==> src/rtl/pixlink_pkg.sv <==
package pixlink_pkg;

  // Source bit index for each lane and slot, 5 bits per slot, slot 0 in the LSBs.
  localparam logic [34:0] LANE0_SRC = {5'd0,  5'd1,  5'd2,  5'd3,  5'd4,  5'd6,  5'd7};
  localparam logic [34:0] LANE1_SRC = {5'd8,  5'd9,  5'd12, 5'd13, 5'd14, 5'd15, 5'd18};
  localparam logic [34:0] LANE2_SRC = {5'd19, 5'd20, 5'd21, 5'd22, 5'd24, 5'd25, 5'd26};
  localparam logic [34:0] LANE3_SRC = {5'd27, 5'd5,  5'd10, 5'd11, 5'd16, 5'd17, 5'd23};

  function automatic int src_bit(input int lane, input int slot);
    logic [34:0] row;
    case (lane)
      0:       row = LANE0_SRC;
      1:       row = LANE1_SRC;
      2:       row = LANE2_SRC;
      default: row = LANE3_SRC;
    endcase
    return int'(row[5*slot +: 5]);
  endfunction

endpackage

==> src/rtl/pixlink_phase.sv <==
module pixlink_phase #(
  parameter int SLOTS      = 7,
  parameter int HIGH_SLOTS = 4,
  localparam int SLOT_W    = $clog2(SLOTS)
) (
  input  logic              clk,
  input  logic              clr,
  output logic [SLOT_W-1:0] slot,
  output logic              start,
  output logic              frame_q
);

  localparam logic [SLOT_W-1:0] LAST = SLOT_W'(SLOTS - 1);
  localparam logic [SLOT_W-1:0] HIGH = SLOT_W'(HIGH_SLOTS);

  logic [SLOT_W-1:0] slot_q;

  always_ff @(posedge clk) begin
    if (clr) begin
      slot_q  <= '0;
      frame_q <= 1'b0;
    end else begin
      slot_q  <= (slot_q == LAST) ? '0 : slot_q + 1'b1;
      frame_q <= (slot_q < HIGH);
    end
  end

  assign slot  = slot_q;
  assign start = (slot_q == '0);

endmodule

==> src/rtl/pixlink_capture.sv <==
module pixlink_capture #(
  parameter int WORD_W = 28
) (
  input  logic              clk,
  input  logic              clr,
  input  logic              edge_sel,
  input  logic              strobe,
  input  logic [WORD_W-1:0] word_in,
  output logic [WORD_W-1:0] word_q
);

  logic strobe_q;
  logic take;

  always_comb begin
    if (edge_sel) take = strobe & ~strobe_q;
    else          take = ~strobe & strobe_q;
  end

  always_ff @(posedge clk) begin
    if (clr) begin
      strobe_q <= 1'b0;
      word_q   <= '0;
    end else begin
      strobe_q <= strobe;
      if (take) word_q <= word_in;
    end
  end

endmodule

==> src/rtl/pixlink_lane.sv <==
module pixlink_lane #(
  parameter int LANE_IDX = 0,
  parameter int SLOTS    = 7,
  parameter int WORD_W   = 28
) (
  input  logic              clk,
  input  logic              clr,
  input  logic              load,
  input  logic [WORD_W-1:0] word,
  output logic              bit_o
);

  logic [SLOTS-1:0] mapped;
  logic [SLOTS-2:0] sr;

  for (genvar k = 0; k < SLOTS; k++) begin : g_slot
    localparam int SRC = pixlink_pkg::src_bit(LANE_IDX, k);
    assign mapped[k] = word[SRC];
  end

  always_ff @(posedge clk) begin
    if (clr) begin
      sr    <= '0;
      bit_o <= 1'b0;
    end else if (load) begin
      bit_o <= mapped[0];
      sr    <= mapped[SLOTS-1:1];
    end else begin
      bit_o <= sr[0];
      sr    <= {1'b0, sr[SLOTS-2:1]};
    end
  end

endmodule

==> src/rtl/pixlink_ser.sv <==
module pixlink_ser #(
  parameter int LANES      = 4,
  parameter int SLOTS      = 7,
  parameter int HIGH_SLOTS = 4,
  localparam int WORD_W    = LANES * SLOTS,
  localparam int SLOT_W    = $clog2(SLOTS)
) (
  input  logic              bit_clk,
  input  logic              rst,
  input  logic              pwr_n,
  input  logic              edge_sel,
  input  logic              pix_strobe,
  input  logic [WORD_W-1:0] pix_word,
  output logic [LANES-1:0]  lane_o,
  output logic              clk_lane_o
);

  logic              clr;
  logic              start;
  logic [SLOT_W-1:0] slot_idx;
  logic [WORD_W-1:0] cap_word;

  assign clr = rst | ~pwr_n;

  pixlink_phase #(.SLOTS(SLOTS), .HIGH_SLOTS(HIGH_SLOTS)) i_phase (
    .clk     (bit_clk),
    .clr     (clr),
    .slot    (slot_idx),
    .start   (start),
    .frame_q (clk_lane_o)
  );

  pixlink_capture #(.WORD_W(WORD_W)) i_capture (
    .clk      (bit_clk),
    .clr      (clr),
    .edge_sel (edge_sel),
    .strobe   (pix_strobe),
    .word_in  (pix_word),
    .word_q   (cap_word)
  );

  for (genvar l = 0; l < LANES; l++) begin : g_lane
    pixlink_lane #(.LANE_IDX(l), .SLOTS(SLOTS), .WORD_W(WORD_W)) i_lane (
      .clk   (bit_clk),
      .clr   (clr),
      .load  (start),
      .word  (cap_word),
      .bit_o (lane_o[l])
    );
  end

endmodule

==> config.mk <==
export PLATFORM = sky130hd
export DESIGN_NAME = pixlink_ser
export DESIGN_NICKNAME = d
export VERILOG_FILES = /design/src/rtl/pixlink_pkg.sv /design/src/rtl/pixlink_phase.sv /design/src/rtl/pixlink_capture.sv /design/src/rtl/pixlink_lane.sv /design/src/rtl/pixlink_ser.sv
export SDC_FILE = /design/constraint.sdc
export NUM_CORES = 1
export LEC_CHECK = 0
export BUFFER_PORTS_ARGS = -buffer_cell sky130_fd_sc_hd__buf_2
export CAP_MARGIN = 20
export CORE_ASPECT_RATIO = 0.6
export CORE_MARGIN = 2
export CORE_UTILIZATION = 40
export CTS_CLUSTER_DIAMETER = 120
export DETAILED_ROUTE_END_ITERATION = 8
export PLACE_DENSITY_LB_ADDON = 0.1
export SLEW_MARGIN = 30
export SYNTH_ARGS = -nofsm -noshare
export SYNTH_HDL_FRONTEND = slang
export SYNTH_SLANG_ARGS = --single-unit
==> constraint.sdc <==
create_clock -name bit_clk -period 1.5 [get_ports bit_clk]
set_input_delay 0.075 -clock bit_clk [delete_from_list [all_inputs] [get_ports bit_clk]]
set_output_delay 0.075 -clock bit_clk [all_outputs]
set_load 0.01 [all_outputs]
==> impl_metrics.csv <==
group,metric,value,unit
outcome,status,"finished clean",
clocking,clock_latency,0.34,ns
clocking,clock_sinks,61,
worst_setup_path,cp-start-kind,"flip-flop",
layout,layout_common_cells,"dfxtp_1, nand2_1, buf_2",
run,cap_violations,0,
grt,grt_pass1_wl,8.96,mm
hold_path,worstHoldEndpoint,"i_capture.word_q[27]$_SDFFE_PP0P_",
placed_design,io_buffers,37,
layout,fin_cells,400,
timing,skew,0.00840,ns
synth,synth_cell_types,24,
pwr,power.leakage,1.06,nW
layout,mostFrequentLayoutCell,"dfxtp_1",
layout,syn_to_final_growth,21.2,%
worst_setup_path,reg2reg_from,"i_capture.strobe_q$_SDFF_PP0_",
clocking,clk_path_buf_depth,2,
timing,holdWs,0.0171,ns
worst_setup_path,cp_slowest_cell,"or3b_1",
hold_path,min_path_cells,3,
synth,ys_ff_latch,61,
synth,synth-seq-area-share,49.5,%
layout,fin_nets,348,
placed_design,gp_congestion,0.708,
synth,synth_top_area_share,49.5,%
timing,rsz0062_at_grt,"false",
clocking,htreeDepth,3,
synth,syn_nets,305,
timing,hold_violations,0,
placed_design,dpl_cell_area,2740,um2
placed_design,pre_cts_ws,0.205,ns
synth,synth_area_leaders,"dfxtp_1, nand3_2, nand2_1",
layout,drive_gt1_share,33.9,%
timing,max_freq,766,MHz
synth,ys_warn_count,0,
placed_design,placed_cells,378,
floorplan,io_pins,38,
worst_setup_path,endpoint_kind,"flip-flop",
floorplan,rows,22,
clocking,cts_tree,"built",
detailed_routing,drt-total-wl,5.30,mm
pwr,finalPower,3.26,mW
worst_setup_path,critPathKind,"flip-flop to flip-flop",
grt,grt_antenna_before_repair,0,
clocking,holdBufCountCts,7,
detailed_routing,avgRoutedWirePerCell,13.2,um
floorplan,die-area,6830,um2
layout,finalInstanceArea,2990,um2
pwr,powerDensity,1090,nW/um2
worst_setup_path,ff2ff_setup_slack,0.19,ns
timing,finalCriticalPeriod,1.31,ns
worst_setup_path,reg2reg_to,"i_capture.word_q[3]$_SDFFE_PP0P_",
floorplan,die_h,64.8,um
layout,antennaDiodeCount,0,
grt,grt_pass1_vias,1760,
grt,track_usage,17.4,%
synth,syn_avg_cell_area,9.16,um2
grt,grt_start_max_net_pins,32,
detailed_routing,dr.pass1.iters,4,
synth,async_reset_ff_share,0,%
hold_path,hp-class,"input pin to flip-flop",
detailed_routing,via_per_inst,4.80,
worst_setup_path,crit_family,"simple AND/OR/NAND/NOR gates",
timing,period_share,87.0,%
clocking,cts_setup_buffers,0,
pwr,p_switching,0.769,mW
placed_design,dpl.hpwl,3.45,mm
clocking,postCtsResizedCells,0,
pwr,p_seq_share,51.0,%
synth,syn-instance-count,269,
detailed_routing,drt_iter0_drc,123,
pwr,internal_power,2.49,mW
hold_path,min_from,"pix_word[27]",
synth,synth_edf_count,0,
worst_setup_path,crit_chain,"or3b_1, buf_4, nand3_1, a21oi_1",
worst_setup_path,crit_cells,4,
timing,tightest_slew,0.527,ns
synth,synth_area,2460,um2
pwr,swShare,23.6,%
worst_setup_path,crit_buf_inv,1,
timing,tns,0,ns
worst_setup_path,cp_data_required_time,1.71,ns
timing,setup_ws,0.195,ns
timing,slew_violations,0,
layout,final_core_util,49.6,%
worst_setup_path,critical_path.max_fanout,20,
floorplan,core-area,6030,um2
timing,slew_headroom,64.8,%
synth,synth_ff_type,"dfxtp_1",
clocking,clkTransAtPathRegs,0.06,ns
synth,synth_largest_area_cell,"dfxtp_1",
worst_setup_path,reg2reg_depth,4,
pwr,ir_drop,0.409,mV
floorplan,start_util,40.9,%
pwr,clock_power_share,40.2,%
pwr,comb_power_share,8.8,%
detailed_routing,drc,0,
floorplan,die_w,105,um
clocking,cts_root_buffer,"clkbuf_8",
worst_setup_path,cp_slowest_stage_delay,0.38,ns
detailed_routing,dr_total_vias,1918,
grt,grt_overflow,0,
timing,setup_viol,0,
worst_setup_path,arrival,1.52,ns
detailed_routing,ant_nets,0,
clocking,cts_buffers,9,
==> Yosys cell counts (2+ instances only) <==
| library cell | count |
|---|---|
| nor2b_1 | 2 |
| a21oi_1 | 33 |
| dfxtp_1 | 61 |
| nand2b_1 | 2 |
| o21ai_1 | 20 |
| nor2_1 | 2 |
| ha_1 | 3 |
| buf_6 | 3 |
| inv_1 | 3 |
| clkbuf_1 | 7 |
| nand2_1 | 49 |
| nand3_2 | 20 |
| o21ai_0 | 8 |
| a21oi_2 | 20 |
| and3_1 | 6 |
| nand3_1 | 8 |
| buf_4 | 9 |
| buf_2 | 7 |
==> worst register-to-register path: stages (launching register included) <==
cell and delay (ns):
dfxtp_1 0.37, or3b_1 0.38, buf_4 0.25, nand3_1 0.12
a21oi_1 0.06
==> registers in the layout (all words and copies together) (netlist names) <==
register,cells
i_capture.word_q,28
g_lane.i_lane.sr,24
g_lane.i_lane.bit_o,4
i_phase.slot,3
i_capture.strobe_q,1
i_phase.frame_q,1
==> power by group through the flow <==
| stage | Sequential [mW] | Clock (mW) | Combinational [mW] |
|---|---|---|---|
| detailed placement | 1.70 | 0 | 0.274 |
| CTS | 1.66 | 1.35 | 0.288 |
| finish | 1.66 | 1.31 | 0.287 |
| floorplan | 1.70 | 0 | 0.161 |
| global route | 1.67 | 1.42 | 0.318 |
| global placement | 1.70 | 0 | 0.273 |
==> how the worst max path moves through the flow <==
stage                                  startpoint                           endpoint  slack (ns)
floorplan              i_phase.slot[0]$_SDFF_PP0_  g_lane[0].i_lane.bit_o$_SDFF_PP0_        0.18
global placement    i_capture.strobe_q$_SDFF_PP0_   i_capture.word_q[3]$_SDFFE_PP0P_        0.23
detailed placement  i_capture.strobe_q$_SDFF_PP0_   i_capture.word_q[1]$_SDFFE_PP0P_        0.21
CTS                 i_capture.strobe_q$_SDFF_PP0_   i_capture.word_q[3]$_SDFFE_PP0P_        0.20
global route        i_capture.strobe_q$_SDFF_PP0_   i_capture.word_q[6]$_SDFFE_PP0P_        0.11
finish              i_capture.strobe_q$_SDFF_PP0_   i_capture.word_q[3]$_SDFFE_PP0P_        0.19
==> final cells by class <==
class	count	area, um2
Multi-Input combinational cell	179	1070
Fill cell	590	3040
Clock inverter	1	5.00
Tap cell	84	105
Timing Repair Buffer	58	398
Inverter	3	11.3
Clock buffer	14	173
Sequential cell	61	1220
==> per-layer routing <==
metal	up-vias	global-route usage, %	routed length (um)
li1	995	-	-
met5	-	0	0
met2	44	22.4	1940
met4	0	7.00	74
met1	870	25.5	3010
met3	9	6.34	272
==> cells by family (layout without fill, tap and decap cells) <==
logic type	after synthesis	after routing	synth area share, %
buffers and inverters	29	76	7.06
flip-flops	61	61	49.5
AO/OA/AOI/OAI	81	81	19.5
AND/OR/NAND/NOR	95	95	22.4
adder cells (fa/ha/maj)	3	3	1.52
Power figures use the tool's default switching activity.
